`config.mk`:
```
export PLATFORM = sky130hd
export DESIGN_NAME = ether_csr_frontend
export DESIGN_NICKNAME = d
export VERILOG_FILES = /design/src/rtl/efe_pkg.sv /design/src/rtl/efe_reg_bank.sv /design/src/rtl/efe_ctrl_word.sv /design/src/rtl/efe_ring_len.sv /design/src/rtl/ether_csr_frontend.sv
export SDC_FILE = /design/constraint.sdc
export NUM_CORES = 2
export LEC_CHECK = 0
export BUFFER_PORTS_ARGS = -buffer_cell sky130_fd_sc_hd__clkbuf_2
export CORE_MARGIN = 2
export CORE_UTILIZATION = 50
export DETAILED_ROUTE_END_ITERATION = 8
export PLACE_DENSITY_LB_ADDON = 0.12
export REMOVE_ABC_BUFFERS = 1
export SLEW_MARGIN = 20
export SYNTH_ARGS = -nofsm -noshare
export SYNTH_HDL_FRONTEND = slang
export SYNTH_HIERARCHICAL = 1
export SYNTH_SLANG_ARGS = --single-unit
```
`constraint.sdc`:
```
create_clock -name clk -period 52.9 [get_ports clk]
set_clock_uncertainty 0.15 [all_clocks]
set_input_delay 15.87 -clock clk [delete_from_list [all_inputs] [get_ports clk]]
set_output_delay 15.87 -clock clk [all_outputs]
set_load 0.005 [all_outputs]
```
`src/rtl/efe_pkg.sv`:
```
`timescale 1ns/1ps
package efe_pkg;
  localparam int WORD_W  = 16;
  localparam int PTR_W   = 8;
  localparam int EVT_W   = 7;
  localparam int EVT_LSB = 8;
  localparam int ERR_LO  = 11;
  localparam int ERR_HI  = 14;

  localparam int BIT_ERR  = 15;
  localparam int BIT_FLAG = 7;
  localparam int BIT_IEN  = 6;
  localparam int BIT_RXON = 5;
  localparam int BIT_TXON = 4;
  localparam int BIT_STOP = 2;
  localparam int BIT_STRT = 1;
  localparam int BIT_INIT = 0;

  localparam int MODE_NO_RX = 0;
  localparam int MODE_NO_TX = 1;

  localparam logic [WORD_W-1:0] CLR1_MASK = 16'h7F00;
  localparam logic [WORD_W-1:0] STOP_WORD = 16'h0004;
  localparam logic [WORD_W-1:0] HELD_MASK = 16'h7F47;

  localparam logic [PTR_W-1:0] IX_CTRL = 8'd0;
  localparam logic [PTR_W-1:0] IX_MASK = 8'd3;
  localparam logic [PTR_W-1:0] IX_RLEN = 8'd6;
  localparam logic [PTR_W-1:0] IX_MODE = 8'd15;

  typedef enum logic [1:0] {SEL_NONE, SEL_PTR, SEL_CSR, SEL_BCR} port_sel_e;

  function automatic port_sel_e port_of(input logic [7:0] ofs);
    case (ofs)
      8'h10:   return SEL_CSR;
      8'h14:   return SEL_PTR;
      8'h1C:   return SEL_BCR;
      default: return SEL_NONE;
    endcase
  endfunction
endpackage

```
`src/rtl/efe_reg_bank.sv`:
```
`timescale 1ns/1ps
module efe_reg_bank #(
  parameter int DEPTH = 32,
  parameter int IDX_W = 8,
  parameter int DW    = 16
) (
  input  logic             clk,
  input  logic             rst_n,
  input  logic             we,
  input  logic [IDX_W-1:0] idx,
  input  logic [DW-1:0]    wdata,
  output logic [DW-1:0]    rdata
);
  localparam int AW = $clog2(DEPTH);

  logic [DW-1:0] mem_q [DEPTH];
  logic [DW-1:0] mem_d [DEPTH];
  logic          hit;
  logic [AW-1:0] slot;

  assign hit  = (int'(idx) < DEPTH);
  assign slot = idx[AW-1:0];

  always_comb begin
    mem_d = mem_q;
    if (we && hit) mem_d[slot] = wdata;
  end

  always_ff @(posedge clk or negedge rst_n) begin
    if (!rst_n) begin
      for (int i = 0; i < DEPTH; i++) mem_q[i] <= '0;
    end else if (we) begin
      mem_q <= mem_d;
    end
  end

  assign rdata = hit ? mem_q[slot] : '0;

  assert_store_readback_R2: assert property (@(posedge clk) disable iff (!rst_n)
    (we && hit) |=> (mem_q[$past(slot)] == $past(wdata)));
endmodule

```
`src/rtl/efe_ctrl_word.sv`:
```
`timescale 1ns/1ps
module efe_ctrl_word
  import efe_pkg::*;
(
  input  logic              clk,
  input  logic              rst_n,
  input  logic              wr_en,
  input  logic [WORD_W-1:0] wdata,
  input  logic [EVT_W-1:0]  evt,
  output logic [WORD_W-1:0] ctrl_q,
  output logic              init_pulse_q,
  output logic              clr_pulse_q
);
  logic [WORD_W-1:0] ctrl_d;
  logic [WORD_W-1:0] evt_word;
  logic              init_pulse_d;
  logic              clr_pulse_d;
  logic              stop_req;

  assign stop_req = wr_en & wdata[BIT_STOP];
  assign evt_word = {1'b0, evt, {EVT_LSB{1'b0}}};

  always_comb begin
    ctrl_d       = ctrl_q;
    init_pulse_d = 1'b0;
    clr_pulse_d  = 1'b0;
    if (stop_req) begin
      ctrl_d      = STOP_WORD;
      clr_pulse_d = 1'b1;
    end else begin
      if (wr_en) begin
        ctrl_d          = ctrl_d & ~(wdata & CLR1_MASK);
        ctrl_d[BIT_IEN] = wdata[BIT_IEN];
        if (wdata[BIT_INIT]) begin
          ctrl_d[BIT_INIT] = 1'b1;
          ctrl_d[BIT_STOP] = 1'b0;
          init_pulse_d     = 1'b1;
        end
        if (wdata[BIT_STRT]) begin
          ctrl_d[BIT_STRT] = 1'b1;
          ctrl_d[BIT_STOP] = 1'b0;
        end
      end
      ctrl_d = (ctrl_d | evt_word) & HELD_MASK;
    end
  end

  always_ff @(posedge clk or negedge rst_n) begin
    if (!rst_n) begin
      ctrl_q       <= STOP_WORD;
      init_pulse_q <= 1'b0;
      clr_pulse_q  <= 1'b0;
    end else begin
      ctrl_q       <= ctrl_d;
      init_pulse_q <= init_pulse_d;
      clr_pulse_q  <= clr_pulse_d;
    end
  end

  assert_stop_exact_R3: assert property (@(posedge clk) disable iff (!rst_n)
    stop_req |=> (ctrl_q == STOP_WORD && clr_pulse_q && !init_pulse_q));

  assert_init_pulse_R6: assert property (@(posedge clk) disable iff (!rst_n)
    (wr_en && !wdata[BIT_STOP] && wdata[BIT_INIT]) |=> (init_pulse_q && ctrl_q[BIT_INIT] && !ctrl_q[BIT_STOP]));

  assert_start_clears_stop_R7: assert property (@(posedge clk) disable iff (!rst_n)
    (wr_en && !wdata[BIT_STOP] && wdata[BIT_STRT]) |=> (ctrl_q[BIT_STRT] && !ctrl_q[BIT_STOP]));

  for (genvar g = 0; g < EVT_W; g++) begin : g_src
    assert_w1c_R4: assert property (@(posedge clk) disable iff (!rst_n)
      (wr_en && !wdata[BIT_STOP] && wdata[EVT_LSB+g] && !evt[g]) |=> !ctrl_q[EVT_LSB+g]);
    assert_evt_sets_R4: assert property (@(posedge clk) disable iff (!rst_n)
      (!stop_req && evt[g]) |=> ctrl_q[EVT_LSB+g]);
  end
endmodule

```
`src/rtl/efe_ring_len.sv`:
```
`timescale 1ns/1ps
module efe_ring_len #(
  parameter int LOG2_W   = 4,
  parameter int MAX_LOG2 = 9
) (
  input  logic                clk,
  input  logic                rst_n,
  input  logic [LOG2_W-1:0]   log2_len,
  output logic [MAX_LOG2:0]   len
);
  localparam int LEN_W = MAX_LOG2 + 1;
  localparam logic [LEN_W-1:0] CAP = LEN_W'(1) << MAX_LOG2;

  always_comb begin
    if (int'(log2_len) >= MAX_LOG2) len = CAP;
    else                            len = LEN_W'(1) << log2_len;
  end

  assert_len_pow2_capped_R11: assert property (@(posedge clk) disable iff (!rst_n)
    ($countones(len) == 1) && (len <= CAP));
endmodule

```
`src/rtl/ether_csr_frontend.sv`:
```
`timescale 1ns/1ps
module ether_csr_frontend
  import efe_pkg::*;
#(
  parameter int CSR_DEPTH     = 32,
  parameter int BCR_DEPTH     = 32,
  parameter int RING_MAX_LOG2 = 9
) (
  input  logic                     clk,
  input  logic                     rst_n,
  input  logic                     bus_en,
  input  logic                     bus_we,
  input  logic [7:0]               bus_addr,
  input  logic [WORD_W-1:0]        bus_wdata,
  output logic [WORD_W-1:0]        bus_rdata,
  input  logic [EVT_W-1:0]         evt_set,
  output logic                     irq,
  output logic                     rx_on,
  output logic                     tx_on,
  output logic                     init_req,
  output logic                     ring_clr,
  output logic [RING_MAX_LOG2:0]   rx_ring_len,
  output logic [RING_MAX_LOG2:0]   tx_ring_len
);
  localparam int LEN_W   = RING_MAX_LOG2 + 1;
  localparam int RINGS   = 2;
  localparam int RLOG2_W = 4;

  // reset: asynchronous assertion, synchronous release
  logic [1:0] rst_pipe_q;
  logic       rst_n_s;

  always_ff @(posedge clk or negedge rst_n) begin
    if (!rst_n) rst_pipe_q <= '0;
    else        rst_pipe_q <= {rst_pipe_q[0], 1'b1};
  end
  assign rst_n_s = rst_pipe_q[1];

  // decode
  port_sel_e sel;
  logic      wr_any, wr_ptr, wr_csr, wr_bcr;
  logic      is_ctrl, is_mask, is_rlen, is_mode, is_plain;

  logic [PTR_W-1:0]  ptr_q, ptr_d;
  logic [WORD_W-1:0] mask_q, mask_d;
  logic [WORD_W-1:0] mode_q, mode_d;
  logic [7:0]        rlen_q, rlen_d;

  assign sel      = port_of(bus_addr);
  assign wr_any   = bus_en & bus_we;
  assign wr_ptr   = wr_any & (sel == SEL_PTR);
  assign wr_csr   = wr_any & (sel == SEL_CSR);
  assign wr_bcr   = wr_any & (sel == SEL_BCR);
  assign is_ctrl  = (ptr_q == IX_CTRL);
  assign is_mask  = (ptr_q == IX_MASK);
  assign is_rlen  = (ptr_q == IX_RLEN);
  assign is_mode  = (ptr_q == IX_MODE);
  assign is_plain = ~(is_ctrl | is_mask | is_rlen | is_mode);

  // dedicated registers: next state
  always_comb begin
    ptr_d  = ptr_q;
    mask_d = mask_q;
    mode_d = mode_q;
    rlen_d = rlen_q;
    if (wr_ptr)            ptr_d  = bus_wdata[PTR_W-1:0];
    if (wr_csr && is_mask) mask_d = bus_wdata;
    if (wr_csr && is_mode) mode_d = bus_wdata;
    if (wr_csr && is_rlen) rlen_d = bus_wdata[15:8];
  end

  always_ff @(posedge clk or negedge rst_n_s) begin
    if (!rst_n_s) begin
      ptr_q  <= '0;
      mask_q <= '0;
      mode_q <= '0;
      rlen_q <= '0;
    end else begin
      if (wr_ptr)            ptr_q  <= ptr_d;
      if (wr_csr && is_mask) mask_q <= mask_d;
      if (wr_csr && is_mode) mode_q <= mode_d;
      if (wr_csr && is_rlen) rlen_q <= rlen_d;
    end
  end

  // control word
  logic [WORD_W-1:0] ctrl_q;

  efe_ctrl_word u_ctrl (
    .clk          (clk),
    .rst_n        (rst_n_s),
    .wr_en        (wr_csr & is_ctrl),
    .wdata        (bus_wdata),
    .evt          (evt_set),
    .ctrl_q       (ctrl_q),
    .init_pulse_q (init_req),
    .clr_pulse_q  (ring_clr)
  );

  // storage banks
  logic [WORD_W-1:0] csr_plain_rd, bcr_rd;

  efe_reg_bank #(.DEPTH(CSR_DEPTH), .IDX_W(PTR_W), .DW(WORD_W)) u_csr_bank (
    .clk   (clk),
    .rst_n (rst_n_s),
    .we    (wr_csr & is_plain),
    .idx   (ptr_q),
    .wdata (bus_wdata),
    .rdata (csr_plain_rd)
  );

  efe_reg_bank #(.DEPTH(BCR_DEPTH), .IDX_W(PTR_W), .DW(WORD_W)) u_bcr_bank (
    .clk   (clk),
    .rst_n (rst_n_s),
    .we    (wr_bcr),
    .idx   (ptr_q),
    .wdata (bus_wdata),
    .rdata (bcr_rd)
  );

  // ring lengths: index 0 receive, index 1 transmit
  logic [LEN_W-1:0] ring_len [RINGS];

  for (genvar r = 0; r < RINGS; r++) begin : g_ring
    efe_ring_len #(.LOG2_W(RLOG2_W), .MAX_LOG2(RING_MAX_LOG2)) u_len (
      .clk      (clk),
      .rst_n    (rst_n_s),
      .log2_len (rlen_q[RLOG2_W*r +: RLOG2_W]),
      .len      (ring_len[r])
    );
  end
  assign rx_ring_len = ring_len[0];
  assign tx_ring_len = ring_len[1];

  // derived status
  logic              start, err_sum, int_flag;
  logic [WORD_W-1:0] ctrl_view;

  assign start    = ctrl_q[BIT_STRT];
  assign rx_on    = start & ~mode_q[MODE_NO_RX];
  assign tx_on    = start & ~mode_q[MODE_NO_TX];
  assign err_sum  = |ctrl_q[ERR_HI:ERR_LO];
  assign int_flag = |(ctrl_q[EVT_LSB+EVT_W-1:EVT_LSB] & ~mask_q[EVT_LSB+EVT_W-1:EVT_LSB]);
  assign irq      = int_flag & ctrl_q[BIT_IEN];

  always_comb begin
    ctrl_view           = ctrl_q & HELD_MASK;
    ctrl_view[BIT_ERR]  = err_sum;
    ctrl_view[BIT_FLAG] = int_flag;
    ctrl_view[BIT_RXON] = rx_on;
    ctrl_view[BIT_TXON] = tx_on;
  end

  // read mux
  always_comb begin
    bus_rdata = '0;
    case (sel)
      SEL_PTR: bus_rdata = {{(WORD_W-PTR_W){1'b0}}, ptr_q};
      SEL_BCR: bus_rdata = bcr_rd;
      SEL_CSR: begin
        if (is_ctrl)      bus_rdata = ctrl_view;
        else if (is_mask) bus_rdata = mask_q;
        else if (is_rlen) bus_rdata = {rlen_q, 8'h00};
        else if (is_mode) bus_rdata = mode_q;
        else              bus_rdata = csr_plain_rd;
      end
      default: bus_rdata = '0;
    endcase
  end

  assert_ptr_load_R1: assert property (@(posedge clk) disable iff (!rst_n_s)
    wr_ptr |=> (ptr_q == $past(bus_wdata[PTR_W-1:0])));

  assert_mode_blocks_rx_R8: assert property (@(posedge clk) disable iff (!rst_n_s)
    (wr_csr && is_mode && bus_wdata[MODE_NO_RX]) |=> !rx_on);

  assert_enable_off_quiet_R9: assert property (@(posedge clk) disable iff (!rst_n_s)
    (wr_csr && is_ctrl && !bus_wdata[BIT_IEN]) |=> !irq);

  assert_full_mask_quiet_R9: assert property (@(posedge clk) disable iff (!rst_n_s)
    (wr_csr && is_mask && (&bus_wdata[EVT_LSB+EVT_W-1:EVT_LSB])) |=> !irq);

  assert_err_readonly_R10: assert property (@(posedge clk) disable iff (!rst_n_s)
    (wr_csr && is_ctrl && !bus_wdata[BIT_STOP] && bus_wdata[BIT_ERR]
     && (bus_wdata[ERR_HI:ERR_LO] == '0) && (evt_set[EVT_W-1:ERR_LO-EVT_LSB] == '0))
    |=> (err_sum == $past(err_sum)));
endmodule

```
-- Yosys cells after proc, flatten, opt, wreduce, memory -nomap -nowiden
Cells that the tools add are included.
- register bits after elaboration: 1091
- latch bits: 0
- bits in writable memories: 0
- bits in read-only memories: 0
- input bits: 35
- output and inout port bits: 41
- word-level logic and storage cells: 151
- memories: 0
- $add $sub $neg: 0
- $mul: 0
- div/mod/pow operators: 0
- order comparisons: 5
- equal/unequal tests: 9
- shift operators: 2
- mux-type cells: 30
- bitwise operators: 22
- reduce and logical (&&, ||, !) cells: 11
- operator list (cell ; number):
    bitwise mux 512 bit ; 2
    two-way mux 16 bit ; 11
    binary-select mux 16 bit (select 5 bit) ; 2
    demux 16 bit (select 5 bit) ; 1
    one-hot mux 16 bit (3 select lines) ; 1
    two-way mux 15 bit ; 3
    equality test 8 x 5 -> 1 bit, second input constant ; 3
    two-way mux 10 bit ; 2
    left shift 1 x 4 -> 10 bit, first input constant ; 2
    AND 15 bit ; 1
    inverter 15 bit ; 1
    OR 15 bit ; 1
    AND 1 bit ; 10
    equality test 8 x 2 -> 1 bit, second input constant ; 1
    equality test 8 x 3 -> 1 bit, second input constant ; 1
    equality test 8 x 4 -> 1 bit, second input constant ; 1
    >= comparator 4 bit, second input constant ; 2
    logical NOT 8 bit ; 1
    less-than comparator 8 x 6 -> 1 bit, second input constant ; 1
    AND 7 bit ; 1
    inverter 7 bit ; 1
    OR reduction 7 bit ; 1
    >= comparator 6 bit, second input constant ; 1
    logical AND 1 bit ; 6
    11 further kinds ; 22

-- Longest topological paths before layout
- depth in word-level cells: 10
- gate-level depth with buffers: 12
- depth with buffers taken out: 8

-- Hierarchy
The synthesis kept the hierarchy.
- by module, submodules not included (module ; instances ; cells an instance ; area an instance (µm²) ; seq. area each (µm²)):
    efe_reg_bank ; 2 ; 1689 ; 23372.4 ; 12812.3
    ether_csr_frontend ; 1 ; 300 ; 3080.5 ; 1251.2
    efe_ctrl_word ; 1 ; 54 ; 591.8 ; 326.6
    efe_ring_len ; 2 ; 14 ; 197.7 ; 0.0

-- Worst setup path before layout
No wires, ideal clock.
- path kind: input to output
- from: input bus_addr[1]
- to: output bus_rdata[11]
- arrival: 17.099 ns
- data required time: 36.880 ns
- setup slack: 19.781 ns
- stages on the path: 6
- buffers on the path: 1
- cells stage by stage: nor4b_4 -> and2_2 -> buf_2 -> o221ai_1 -> a221oi_1 -> a21o_1
- word-level cells in the longest chain between the ends: 4
- elaborated cells on any way between the ends: 8
- classes of those cells: 6 x eq/ne; 2 x mux
- ends and longest elaborated chain (what ; RTL line ; RTL):
    from (decl) ; ether_csr_frontend.sv:13 ; input logic [7:0] bus_addr,
    equality test 8 x 5 -> 1 bit ; efe_pkg.sv:34 ; case (ofs)
    one-hot mux 2 bit (3 select lines) (*) ; efe_pkg.sv:34 ;
    equality test 2 bit or equality test 2 x 1 -> 1 bit (tied branches) ; ether_csr_frontend.sv:157 ; case (sel)
    one-hot mux 16 bit (3 select lines) (*) ; ether_csr_frontend.sv:157 ;
    to (decl) ; ether_csr_frontend.sv:15 ; output logic [WORD_W-1:0] bus_rdata,
Mark *: on every way between the ends. The rest lies on a longest branch, timed or not.

-- Worst setup path after layout
- from: input bus_addr[3]
- to: output bus_rdata[0]
The elaborated chain is that of the path after synthesis.

==> results.sh <==
export IMPL_worstPathMaxFanout=12
export IMPL_die_w_um=323
export IMPL_critical_path_arrival_ns=17.78
export IMPL_p_total_mw=1.73
export IMPL_numCtsBuffers=115
export IMPL_drive_gt1_share_pct=39.1
export IMPL_rows=116
export IMPL_die_area_sq_um=104000
export IMPL_path_delay_family="compound AO/OA/AOI/OAI gates"
export IMPL_dpl_cell_area_sq_um=52000
export IMPL_grt_max_degree=182
export IMPL_routed_wl_um=143000
export IMPL_post_cts_buffers=0
export IMPL_setup_ws_ns=19.10
export IMPL_synth_cells=3754
export IMPL_rsz0062_at_grt="no"
export IMPL_cts_resized=0
export IMPL_drt_wirelength_per_cell_um=28.0
export IMPL_firstDrtPassIters=5
export IMPL_clk_path_buf_depth=3
export IMPL_fin_util_pct=55.8
export IMPL_area_growth_pct=10.3
export IMPL_postCtsHoldBufs=0
export IMPL_track_usage_pct=27.7
export IMPL_drt_iter0_drc=2640
export IMPL_required_ns=36.88
export IMPL_fin_nets=3717
export IMPL_timing_final_crit_share_pct=63.9
export IMPL_gr_total_overflow=0
export IMPL_antenna_found_initial=4
export IMPL_finalSetupTns_ns=0
export IMPL_slowest_stage="a21oi_1"
export IMPL_syn_area_per_cell_sq_um=13.5
export IMPL_p_leak_nw=25.6
export IMPL_ios=76
export IMPL_max_freq_mhz=29.6
export IMPL_cts_tree="done"
export IMPL_dp_slack_ns=19.14
export IMPL_dp_hpwl_um=87300
export IMPL_critPathMaxStageDelay_ns=0.45
export IMPL_portBuffers=75
export IMPL_vias_per_cell=6.25
export IMPL_synth_area_sq_um=50800
export IMPL_holdCritPathClass="flop to flop"
export IMPL_core_area_sq_um=100000
export IMPL_hold_violations=0
export IMPL_timing_final_crit_period_ns=33.80
export IMPL_clock_latency_ns=0.70
export IMPL_p_per_area_nw_per_um2=30.8
export IMPL_grt_pass1_vias=32800
export IMPL_stdcell_area_sq_um=56000
export IMPL_setup_viol=0
export IMPL_vias=32000
export IMPL_start_util_pct=50.6
export IMPL_setup_worst_path_class="input pin to primary output"
export IMPL_maxCapViolations=0
export IMPL_cts_sinks=1087
export IMPL_status="completed"
export IMPL_end_kind="primary output"
export IMPL_cp_buffers_inverters=2
export IMPL_drc=0
export IMPL_die_h_um=323
export IMPL_drv_slew=0
export IMPL_drtAntennaViolNets=0
export IMPL_clk_pin_slew_worst_paths_ns=0.06
export IMPL_max_slew_margin_pct=22.8
export IMPL_yosysWarnings=6
export IMPL_cp_cell_sequence="clkbuf_2 -> nor4_1 -> nand2_1 -> a21oi_1 -> a22oi_1 -> o22ai_1 -> clkbuf_2"
export IMPL_cp_start_kind="input pin"
export IMPL_tightest_slew_ns=1.15
export IMPL_cts_htree_levels=3
export IMPL_root_buffer="clkbuf_16"
export IMPL_ir_worst_vdd_uv=26.3
export IMPL_gp_congestion=0.872
export IMPL_grt_first_pass_wirelength_um=216000
export IMPL_path_common_cell="clkbuf_2"
sequential cells by signal (all words and copies together), names as in the netlist:
name and cells:
u_ctrl/clr_pulse_q 1, ptr_q 8, u_ctrl/init_pulse_q 1, rlen_q 8, mask_q 16, u_csr_bank/mem_q 512
rst_pipe_q 2, u_ctrl/ctrl_q 11, mode_q 16, u_bcr_bank/mem_q 512
per-stage QoR:
stage               hold WS [ns]  cells
floorplan                  0.181   3426
global placement           0.191   4917
detailed placement         0.191   4918
CTS                        0.205   5124
global route               0.226   5128
finish                     0.202   5129
worst paths after layout:
check	from	endpoint	slack (ns)	depth (start not counted)
worst min-delay path	rst_pipe_q[0]	rst_pipe_q[1]	0.20	0
worst max-delay path	bus_addr[3]	bus_rdata[0]	19.10	7
min in group asynchronous	rst_pipe_q[1]	u_csr_bank/mem_q[20]	0.29	0
worst max register to register	ptr_q[1]	u_csr_bank/mem_q[400]	47.31	6
max in group asynchronous	rst_n	rst_pipe_q[1]	37.69	1
worst min register to register	rst_pipe_q[0]	rst_pipe_q[1]	0.20	0
final cells by class:
cell class              instances  area [sq um]
well taps                    1357          1700
diodes                          1          2.50
fillers                      8181         44400
repair buffers                139           957
inverters                      17          63.8
clock inverters                35           509
flip-flops and latches       1087         27200
clock buffers                 171          3400
multi-input cells            2322         22200
report_power, final:
group	total [mW]	internal, mW	switching, mW
combinational	0.0622	0.0121	0.0501
sequential	0.835	0.833	0.00228
clock	0.828	0.492	0.336
layout by cell type, fill, tap and decap left out, types with 5 or more instances in the layout:
master	instances
a21oi_1	23
a22o_1	7
a22oi_1	6
a311oi_2	5
a31oi_1	32
and4b_1	6
and4bb_2	6
buf_2	13
buf_4	56
bufinv_16	10
clkbuf_1	26
clkbuf_16	116
clkbuf_2	60
clkbuf_8	29
clkinv_2	17
dfrtp_1	1080
inv_1	15
mux2_2	1073
mux2i_1	519
nand2_1	66
nand2b_1	5
nand3_1	6
nand4b_1	9
nand4bb_1	12
nor2_1	103
nor3_1	6
nor3_4	12
nor4_1	22
nor4_2	11
nor4_4	7
nor4b_4	7
o21ai_0	19
o22ai_1	280
or4b_2	8
per-layer routing:
metal,vias to the layer above,wire length (um),GRT usage (%)
li1,13700,-,-
met1,17200,67100,41.1
met2,905,64100,42.1
met3,197,8880,4.84
met4,2,3240,7.20
met5,-,13,0
Power figures use the tool's default switching activity.
